===== src/rtl/mq_pkg.sv =====
package mq_pkg;

    typedef enum logic [1:0] {
        F_IDLE  = 2'd0,
        F_COUNT = 2'd1,
        F_HELD  = 2'd2
    } filt_state_t;

    typedef enum logic {
        P_EMPTY = 1'b0,
        P_ARMED = 1'b1
    } pair_state_t;

    typedef enum logic {
        L_DARK = 1'b0,
        L_LIT  = 1'b1
    } led_state_t;

endpackage


===== src/rtl/mq_filter.sv =====
module mq_filter
    import mq_pkg::*;
#(
    parameter int FILT_TICKS = 4
) (
    input  logic clk,
    input  logic rst,
    input  logic tick_en,
    input  logic cmp_active,
    output logic qual_pulse
);

    localparam int CW = $clog2(FILT_TICKS + 1);
    localparam logic [CW-1:0] LAST = CW'(FILT_TICKS - 1);

    filt_state_t   state_q, state_d;
    logic [CW-1:0] cnt_q, cnt_d;
    logic          fire;

    // next-state logic: only tick cycles move the machine
    always_comb begin
        state_d = state_q;
        cnt_d   = cnt_q;
        fire    = 1'b0;
        if (tick_en) begin
            unique case (state_q)
                F_IDLE: begin
                    if (cmp_active) begin
                        if (FILT_TICKS == 1) begin
                            fire    = 1'b1;
                            state_d = F_HELD;
                        end else begin
                            cnt_d   = CW'(1);
                            state_d = F_COUNT;
                        end
                    end
                end
                F_COUNT: begin
                    if (!cmp_active) begin
                        cnt_d   = '0;
                        state_d = F_IDLE;
                    end else if (cnt_q == LAST) begin
                        cnt_d   = '0;
                        fire    = 1'b1;
                        state_d = F_HELD;
                    end else begin
                        cnt_d = cnt_q + CW'(1);
                    end
                end
                F_HELD: begin
                    if (!cmp_active) begin
                        state_d = F_IDLE;
                    end
                end
                default: begin
                    cnt_d   = '0;
                    state_d = F_IDLE;
                end
            endcase
        end
    end

    // state register
    always_ff @(posedge clk) begin
        if (rst) begin
            state_q <= F_IDLE;
            cnt_q   <= '0;
        end else begin
            state_q <= state_d;
            cnt_q   <= cnt_d;
        end
    end

    // output register
    always_ff @(posedge clk) begin
        if (rst) begin
            qual_pulse <= 1'b0;
        end else begin
            qual_pulse <= fire;
        end
    end

    // an event lasts one clock
    a_r2_single_cycle: assert property (@(posedge clk) disable iff (rst)
        qual_pulse |=> !qual_pulse);

    // an event only follows a tick clock
    a_r2_after_tick: assert property (@(posedge clk) disable iff (rst)
        qual_pulse |-> $past(tick_en));

    // a held run gives no further event
    a_r3_held_quiet: assert property (@(posedge clk) disable iff (rst)
        (state_q == F_HELD && cmp_active) |=> !qual_pulse);

    // without a tick the filter does not move
    a_r4_no_tick_stable: assert property (@(posedge clk) disable iff (rst)
        !tick_en |=> ($stable(state_q) && $stable(cnt_q)));

endmodule


===== src/rtl/mq_pairer.sv =====
module mq_pairer
    import mq_pkg::*;
#(
    parameter int PAIR_TICKS = 307
) (
    input  logic clk,
    input  logic rst,
    input  logic tick_en,
    input  logic dual_mode,
    input  logic qual,
    output logic trig_pulse
);

    localparam int PW = $clog2(PAIR_TICKS + 1);
    localparam logic [PW-1:0] LAST = PW'(PAIR_TICKS - 1);

    pair_state_t   state_q, state_d;
    logic [PW-1:0] win_q, win_d;
    logic          hit;

    // next-state logic; an event outranks a coincident tick
    always_comb begin
        state_d = state_q;
        win_d   = win_q;
        hit     = 1'b0;
        if (!dual_mode) begin
            state_d = P_EMPTY;
            win_d   = '0;
            hit     = qual;
        end else begin
            unique case (state_q)
                P_EMPTY: begin
                    if (qual) begin
                        state_d = P_ARMED;
                        win_d   = '0;
                    end
                end
                P_ARMED: begin
                    if (qual) begin
                        hit     = 1'b1;
                        state_d = P_EMPTY;
                        win_d   = '0;
                    end else if (tick_en) begin
                        if (win_q == LAST) begin
                            state_d = P_EMPTY;
                            win_d   = '0;
                        end else begin
                            win_d = win_q + PW'(1);
                        end
                    end
                end
                default: begin
                    state_d = P_EMPTY;
                    win_d   = '0;
                end
            endcase
        end
    end

    // state register
    always_ff @(posedge clk) begin
        if (rst) begin
            state_q <= P_EMPTY;
            win_q   <= '0;
        end else begin
            state_q <= state_d;
            win_q   <= win_d;
        end
    end

    // output register
    always_ff @(posedge clk) begin
        if (rst) begin
            trig_pulse <= 1'b0;
        end else begin
            trig_pulse <= hit;
        end
    end

    // single mode passes every event on
    a_r5_single_follows: assert property (@(posedge clk) disable iff (rst)
        (!dual_mode && qual) |=> trig_pulse);

    // a trigger is always caused by an event
    a_r6_trig_from_qual: assert property (@(posedge clk) disable iff (rst)
        trig_pulse |-> $past(qual));

    // the first event of a pair never triggers
    a_r6_arm_no_trig: assert property (@(posedge clk) disable iff (rst)
        (dual_mode && state_q == P_EMPTY && qual) |=> (!trig_pulse && state_q == P_ARMED));

    // the window closes on its last tick
    a_r7_expire: assert property (@(posedge clk) disable iff (rst)
        (dual_mode && state_q == P_ARMED && !qual && tick_en && win_q == LAST)
        |=> state_q == P_EMPTY);

endmodule


===== src/rtl/mq_led.sv =====
module mq_led
    import mq_pkg::*;
#(
    parameter int LED_TICKS = 60
) (
    input  logic clk,
    input  logic rst,
    input  logic tick_en,
    input  logic qual,
    output logic led_on
);

    localparam int LW = $clog2(LED_TICKS + 1);
    localparam logic [LW-1:0] FULL = LW'(LED_TICKS);

    led_state_t    state_q, state_d;
    logic [LW-1:0] cnt_q, cnt_d;

    // next-state logic; an event reloads before a tick counts
    always_comb begin
        state_d = state_q;
        cnt_d   = cnt_q;
        unique case (state_q)
            L_DARK: begin
                if (qual) begin
                    state_d = L_LIT;
                    cnt_d   = FULL;
                end
            end
            L_LIT: begin
                if (qual) begin
                    cnt_d = FULL;
                end else if (tick_en) begin
                    if (cnt_q == LW'(1)) begin
                        state_d = L_DARK;
                        cnt_d   = '0;
                    end else begin
                        cnt_d = cnt_q - LW'(1);
                    end
                end
            end
            default: begin
                state_d = L_DARK;
                cnt_d   = '0;
            end
        endcase
    end

    // state register
    always_ff @(posedge clk) begin
        if (rst) begin
            state_q <= L_DARK;
            cnt_q   <= '0;
        end else begin
            state_q <= state_d;
            cnt_q   <= cnt_d;
        end
    end

    // output decode
    always_comb begin
        led_on = (state_q == L_LIT);
    end

    // an event always lights the LED
    a_r8_lit_after_qual: assert property (@(posedge clk) disable iff (rst)
        qual |=> led_on);

    // the LED only goes dark on a tick
    a_r8_dark_on_tick: assert property (@(posedge clk) disable iff (rst)
        (led_on && !qual && !tick_en) |=> led_on);

endmodule


===== src/rtl/motion_qualifier.sv =====
module motion_qualifier #(
    parameter int FILT_TICKS = 4,
    parameter int LED_TICKS  = 60,
    parameter int PAIR_TICKS = 307
) (
    input  logic clk,
    input  logic rst,
    input  logic tick_en,
    input  logic cmp_active,
    input  logic dual_mode,
    output logic qual_pulse,
    output logic trig_pulse,
    output logic led_on
);

    logic qual_w;

    mq_filter #(.FILT_TICKS(FILT_TICKS)) u_filter (
        .clk        (clk),
        .rst        (rst),
        .tick_en    (tick_en),
        .cmp_active (cmp_active),
        .qual_pulse (qual_w)
    );

    mq_pairer #(.PAIR_TICKS(PAIR_TICKS)) u_pairer (
        .clk        (clk),
        .rst        (rst),
        .tick_en    (tick_en),
        .dual_mode  (dual_mode),
        .qual       (qual_w),
        .trig_pulse (trig_pulse)
    );

    mq_led #(.LED_TICKS(LED_TICKS)) u_led (
        .clk     (clk),
        .rst     (rst),
        .tick_en (tick_en),
        .qual    (qual_w),
        .led_on  (led_on)
    );

    assign qual_pulse = qual_w;

    // reset clears every output on the next clock
    a_r1_reset_clears: assert property (@(posedge clk)
        rst |=> (!qual_pulse && !trig_pulse && !led_on));

endmodule


===== config.mk =====
export PLATFORM = sky130hd
export DESIGN_NAME = motion_qualifier
export DESIGN_NICKNAME = d
export VERILOG_FILES = /design/src/rtl/mq_pkg.sv /design/src/rtl/mq_filter.sv /design/src/rtl/mq_pairer.sv /design/src/rtl/mq_led.sv /design/src/rtl/motion_qualifier.sv
export SDC_FILE = /design/constraint.sdc
export NUM_CORES = 1
export LEC_CHECK = 0
export BUFFER_PORTS_ARGS = -buffer_cell sky130_fd_sc_hd__buf_2
export CORE_MARGIN = 5
export CORE_UTILIZATION = 35
export CTS_CLUSTER_SIZE = 25
export DETAILED_ROUTE_END_ITERATION = 7
export SYNTH_ARGS = -nofsm -noshare
export SYNTH_HDL_FRONTEND = slang
export SYNTH_SLANG_ARGS = --single-unit

===== constraint.sdc =====
create_clock -name clk -period 1.87 [get_ports clk]
set_input_delay 0.0935 -clock clk [delete_from_list [all_inputs] [get_ports clk]]
set_output_delay 0.0935 -clock clk [all_outputs]
set_load 0.02 [all_outputs]

==> results of run 1 <==
[through the flow]
step	hold WS, ps	instances
6_report	60.7	199
4_1_cts	50.8	199
3_3_place_gp	337	194
2_1_floorplan	166	143
5_1_grt	75.6	199
3_5_place_dp	323	194
[worst min-delay path by stage]
| stage | to | slack [ps] | cells after the start |
|---|---|---|---|
| 6_report | u_filter.qual_pulse$_SDFF_PP0_ | 60 | 3 |
| 2_1_floorplan | u_filter.cnt_q[0]$_SDFFE_PP0P_ | 170 | 1 |
| 4_1_cts | u_filter.qual_pulse$_SDFF_PP0_ | 50 | 3 |
| 5_1_grt | u_filter.qual_pulse$_SDFF_PP0_ | 80 | 3 |
| 3_3_place_gp | u_pairer.trig_pulse$_SDFF_PP0_ | 340 | 2 |
| 3_5_place_dp | u_pairer.trig_pulse$_SDFF_PP0_ | 320 | 2 |
[cell families (layout without fill, tap and decap cells)]
kind of cell	count (synthesis)	count (layout)	synth area share (%)
DFF	24	24	40.0
AOI/OAI and AO/OA	35	35	18.1
buffers and inverters	12	22	3.75
xor gates and xnor gates	5	5	3.65
and+or+nand+nor	57	57	25.0
muxes	5	5	4.27
adders and majority gates	5	5	5.21
[layer usage]
layer | vias to the layer above | track usage [%] | wire, um
li1 | 523 | - | -
met1 | 466 | 14.3 | 1190
met2 | 12 | 18.8 | 1070
met3 | 4 | 3.89 | 86
met4 | 0 | 6.20 | 21
met5 | - | 0 | 0
[registers in the layout, indices dropped and copies added (netlist names)]
signal               flops
u_led.cnt_q              6
u_filter.cnt_q           3
u_led.led_on             1
u_pairer.win_q           9
u_filter.qual_pulse      1
u_filter.state_q         2
u_pairer.state_q         1
u_pairer.trig_pulse      1
[cell usage in the layout, fill, tap and decap left out]
master	instances
a2111oi_4	1
a211oi_1	3
a21oi_1	17
a22oi_1	1
a311oi_1	1
a31oi_1	3
and2_1	2
and4b_4	1
buf_2	7
buf_4	2
bufinv_16	1
clkbuf_4	3
dfxtp_1	24
dlygate4sd3_1	1
ha_1	5
inv_1	8
mux2_2	1
mux2i_1	4
nand2_1	13
nand2_2	1
nand2b_1	3
nand3_1	7
nand4_1	1
nor2_1	10
nor2b_1	4
nor3_1	9
nor3b_1	1
nor4b_1	1
nor4b_2	1
o21a_1	1
o21ai_0	6
o21ai_1	2
or3_1	2
or4_1	1
xnor2_1	3
xor2_1	2
[layout make-up]
type | instances | area share (%)
clock buffer | 3 | 1.66
clock inverter | 1 | 2.21
inverter | 8 | 2.21
multi-input combinational | 107 | 49.8
sequential | 24 | 35.4
tap | 46 | 4.24
timing repair buffer | 10 | 4.43
[worst max-delay path, cell delays in order (launching register included)]
cell and delay (ps):
dfxtp_1 360, inv_1 50, ha_1 180, and4b_4 210, a211oi_1 410, nand2_1 180
o21ai_0 180
[power groups by stage]
stage	Clock [mW]	Combinational (mW)	Sequential, mW
finish	0.383	0.0376	0.519
detailed placement	0	0.0365	0.530
floorplan	0	0.0245	0.527
CTS	0.394	0.0380	0.519
global placement	0	0.0350	0.529
global route	0.421	0.0431	0.520
==> results_dict.tcl, run 1 <==
set metrics [dict create \
    run_status "finished clean" \
    drive_gt1_share_pct 11.8 \
    min_from "cmp_active" \
    cts_resized 0 \
    die_w_um 68.6 \
    core_region_area_um2 3340 \
    r2r_start "u_pairer.win_q[0]$_SDFFE_PP0P_" \
    synth_area_um2 1200 \
    end_kind "register" \
    fin_tns_setup_ps 0 \
    detail-route-antenna-nets 0 \
    place_hpwl_um 1770 \
    timing.final.ws_setup_ps 246 \
    p_clk_share_pct 40.8 \
    utilization_pct 40.6 \
    power_uw 939 \
    grt_overflow 0 \
    drt_iter0_markers 57 \
    yosysTopAreaCellShare_pct 40.0 \
    n_antenna_cell 0 \
    tritoncts "yes" \
    htree_levels 1 \
    gp_congestion 0.850 \
    path_class "reg -> reg" \
    async_flop_share_pct 0 \
    numCtsBuffers 3 \
    p_sw_uw 193 \
    rr_endpoint "u_pairer.win_q[3]$_SDFFE_PP0P_" \
    track_usage_pct 11.9 \
    synth_fp_nets 153 \
    pwr-share-seq_pct 55.2 \
    syn-instance-count 143 \
    post_cts_buffers 0 \
    hold_path_class "in -> reg" \
    synth_top_cell_by_area "dfxtp_1" \
    worstPathRequired_ps 2130 \
    cts_root_buffer "clkbuf_4" \
    io_pins 8 \
    portBuffers 7 \
    power_switching_share_pct 20.6 \
    power_density_nw_per_um2 692 \
    intPower_uw 746 \
    yosys_most_used_dff "dfxtp_1" \
    synth-edff-count 0 \
    setup_viol 0 \
    clk_path_buf_depth 2 \
    skew_ps 8.97 \
    fmax_ghz 0.616 \
    period_needed_ps 1620 \
    maxCapViolCount 0 \
    slew_viol_final 0 \
    finalNetCount 164 \
    max_slew_margin_pct 65.7 \
    avgSynthCellArea_um2 8.40 \
    syn2layout_area_growth_pct 12.9 \
    insertion_delay_ps 330 \
    die_y_um 68.6 \
    drc 0 \
    fin_area_um2 1360 \
    final.fill_count 361 \
    rows 21 \
    regArea_um2 480 \
    critical_path.max_fanout 4 \
    path_clk_slew_ps 140 \
    synthDistinctLibCells 32 \
    reg2reg_depth 6 \
    worst_pin_slew_ps 514 \
    endpoint "u_pairer.win_q[3]$_SDFFE_PP0P_" \
    viasPerCell 5.05 \
    ys_top_cells_by_count "24 x dfxtp_1, 17 x a21oi_1, 13 x nand2_1" \
    ctsHoldBuffers 1 \
    multi_input_area_um2 676 \
    synth_most_common_cell "dfxtp_1" \
    cp-start-kind "register" \
    place_area_um2 1290 \
    timing.critical_path.from "u_pairer.win_q[0]$_SDFFE_PP0P_" \
    max-vdd-ir-drop_uv 305 \
    preCtsSetupSlack_ps 266 \
    finalHoldViolCount 0 \
    pwr-share-comb_pct 4.0 \
    post-route-period-util_pct 86.8 \
    critPathArrivalTime_ps 1880 \
    routed_wl_um 2370 \
    start_util_pct 36.0 \
    ys_seq_elements 24 \
    grt_pass1_vias 1014 \
    num_vias 1005 \
    synth_area_leaders "dfxtp_1 40%, a21oi_1 7.1%, ha_1 5.2%" \
    cts_sinks 24 \
    r2r_slack_ps 250 \
    grt_max_degree 16 \
    first_pass_iters 4 \
    leakage_nw 0.457 \
    seq_area_frac_synth_pct 40.0 \
    rsz0062_at_grt "no" \
    grt_pass1_wl_um 4240 \
    wl_per_cell_um 11.9 \
    antenna_found_initial 0 \
    dieArea_um2 4700 \
    ys_warn_count 0 \
]
(Power assumes the default switching activity.)
==> run 2, diff against run 1 <==
--- a/config.mk
+++ b/config.mk
@@ -10,6 +10,7 @@
 export CORE_UTILIZATION = 35
 export CTS_CLUSTER_SIZE = 25
 export DETAILED_ROUTE_END_ITERATION = 7
+export PLACE_DENSITY = 0.56
 export SYNTH_ARGS = -nofsm -noshare
 export SYNTH_HDL_FRONTEND = slang
 export SYNTH_SLANG_ARGS = --single-unit
==> results_dict.tcl, run 2 (synthesis gave the netlist of run 1 again) <==
set metrics [dict create \
    n_antenna_cell 0 \
    setup_viol 0 \
    wl_per_cell_um 11.8 \
    num_vias 999 \
    post-route-period-util_pct 87.4 \
    grt-busiest-layer "met2" \
    grt_overflow 0 \
    end_kind "register" \
    clk_path_buf_depth 2 \
    rsz0062_at_grt "no" \
    maxCapViolCount 0 \
    die_y_um 68.6 \
    gp_congestion 0.834 \
    tritoncts "yes" \
    regMostFlops "u_pairer.win_q" \
    path_class "reg -> reg" \
    reg2reg_depth 6 \
    first_pass_iters 4 \
    use_met1_pct 15.0 \
    r2r_slack_ps 240 \
    numCtsBuffers 3 \
    max_slew_margin_pct 67.1 \
    cts_sinks 24 \
    drt_iter0_markers 52 \
    path_clk_slew_ps 140 \
    slowest_stage "a211oi_1" \
    viasPerCell 5.02 \
    portBuffers 7 \
    dieArea_um2 4700 \
    largest_reg_flops 9 \
    syn2layout_area_growth_pct 11.6 \
    reg_top3 "u_pairer.win_q x9, u_led.cnt_q x6, u_filter.cnt_q x3" \
    htree_levels 1 \
    run_status "finished clean" \
    die_w_um 68.6 \
    io_pins 8 \
    use_met2_pct 17.0 \
    place_area_um2 1290 \
    antenna_found_initial 0 \
    leakage_nw 0.450 \
    cpPeakStageDelay_ps 420 \
    grt_pass1_wl_um 4080 \
    grtUsageMet3_pct 2.59 \
    cts_resized 0 \
    fin_tns_setup_ps 0 \
    critical_path.max_fanout 4 \
    worstPathCellList "inv_1, ha_1, and4b_4, a211oi_1, nand2_1, o21ai_0" \
    layout_commonest_cell "dfxtp_1" \
    max-vdd-ir-drop_uv 223 \
    final.fill_count 350 \
    power_density_nw_per_um2 624 \
    insertion_delay_ps 320 \
    fin_area_um2 1340 \
    final_cell_mix "24 x dfxtp_1, 17 x a21oi_1, 13 x nand2_1, 10 x nor2_1, 9 x nor3_1" \
    detail-route-antenna-nets 0 \
    utilization_pct 40.2 \
    critPathArrivalTime_ps 1890 \
    cts_root_buffer "clkbuf_4" \
    rr_endpoint "u_pairer.win_q[3]$_SDFFE_PP0P_" \
    r2r_start "u_pairer.win_q[0]$_SDFFE_PP0P_" \
    rows 21 \
    skew_ps 6.18 \
    drive_gt1_share_pct 11.8 \
    period_needed_ps 1630 \
    hold_path_class "in -> reg" \
    hold_depth 3 \
    routed_wl_um 2340 \
    drc 0 \
    fmax_ghz 0.612 \
    core_region_area_um2 3340 \
    start_util_pct 36.0 \
    finalNetCount 164 \
    cp-start-kind "register" \
    place_hpwl_um 1700 \
    track_usage_pct 11.4 \
    slew_viol_final 0 \
    hold_path_end "u_filter.qual_pulse$_SDFF_PP0_" \
    grt_max_degree 16 \
    min_from "cmp_active" \
    worst_pin_slew_ps 492 \
    finalHoldViolCount 0 \
    worstPathRequired_ps 2130 \
    grt_pass1_vias 944 \
]
run 2: critical path: cells and delay by family (launching register included):
family | cells | cell delay (ps)
buffers and inverters | 1 | 40
and+or+nand+nor | 2 | 400
adders and majority gates | 1 | 190
DFF | 1 | 350
AOI/OAI and AO/OA | 2 | 600
run 2: per-layer routing:
metal | vias up | share of wire, %
met5 | - | 0
met3 | 4 | 4.0
met1 | 449 | 52
met2 | 20 | 43
met4 | 0 | 1.4
li1 | 526 | -
run 2: how the worst max path moves through the flow:
stage                                   startpoint                              to  slack (ps)  cells after the start
floorplan           u_pairer.win_q[0]$_SDFFE_PP0P_  u_pairer.win_q[3]$_SDFFE_PP0P_         350                      6
global route        u_pairer.win_q[0]$_SDFFE_PP0P_  u_pairer.win_q[3]$_SDFFE_PP0P_          40                      6
global placement    u_pairer.win_q[0]$_SDFFE_PP0P_  u_pairer.win_q[4]$_SDFFE_PP0P_         300                      6
detailed placement  u_pairer.win_q[0]$_SDFFE_PP0P_  u_pairer.win_q[3]$_SDFFE_PP0P_         270                      6
finish              u_pairer.win_q[0]$_SDFFE_PP0P_  u_pairer.win_q[3]$_SDFFE_PP0P_         240                      6
CTS                 u_pairer.win_q[0]$_SDFFE_PP0P_  u_pairer.win_q[3]$_SDFFE_PP0P_         240                      6
run 2: layout make-up:
class / count / area, um^2 / share of cell area [%]
well taps: 46 / 57.6 / 4.30
inverters: 8 / 30.0 / 2.24
multi-input cells: 107 / 676 / 50.4
clock buffers: 4 / 36.3 / 2.71
flip-flops and latches: 24 / 480 / 35.9
repair buffers: 10 / 60.1 / 4.48
run 2: repair_timing:
item | 4_1_cts | 5_1_grt
hold buffers | 1 | 0
buffers inserted | 0 | 0
hold endpoints to repair | 1 | 0
endpoints found under the setup margin | 0 | 0
run 2: report_power, final:
part	internal (mW)	total [mW]	leakage, nW	switching [mW]
sequential	0.514	0.518	0.194	0.00413
clock	0.119	0.280	0.0210	0.161
combinational	0.0144	0.0374	0.236	0.0230
run 2: per-stage QoR:
stage,setup WS (ps),cells,power (mW),hold slack [ps]
floorplan,345,143,0.551,166
global placement,300,194,0.565,335
detailed placement,270,194,0.565,329
CTS,236,199,0.849,49.8
global route,35.8,199,0.879,97.6
finish,235,199,0.836,65.4
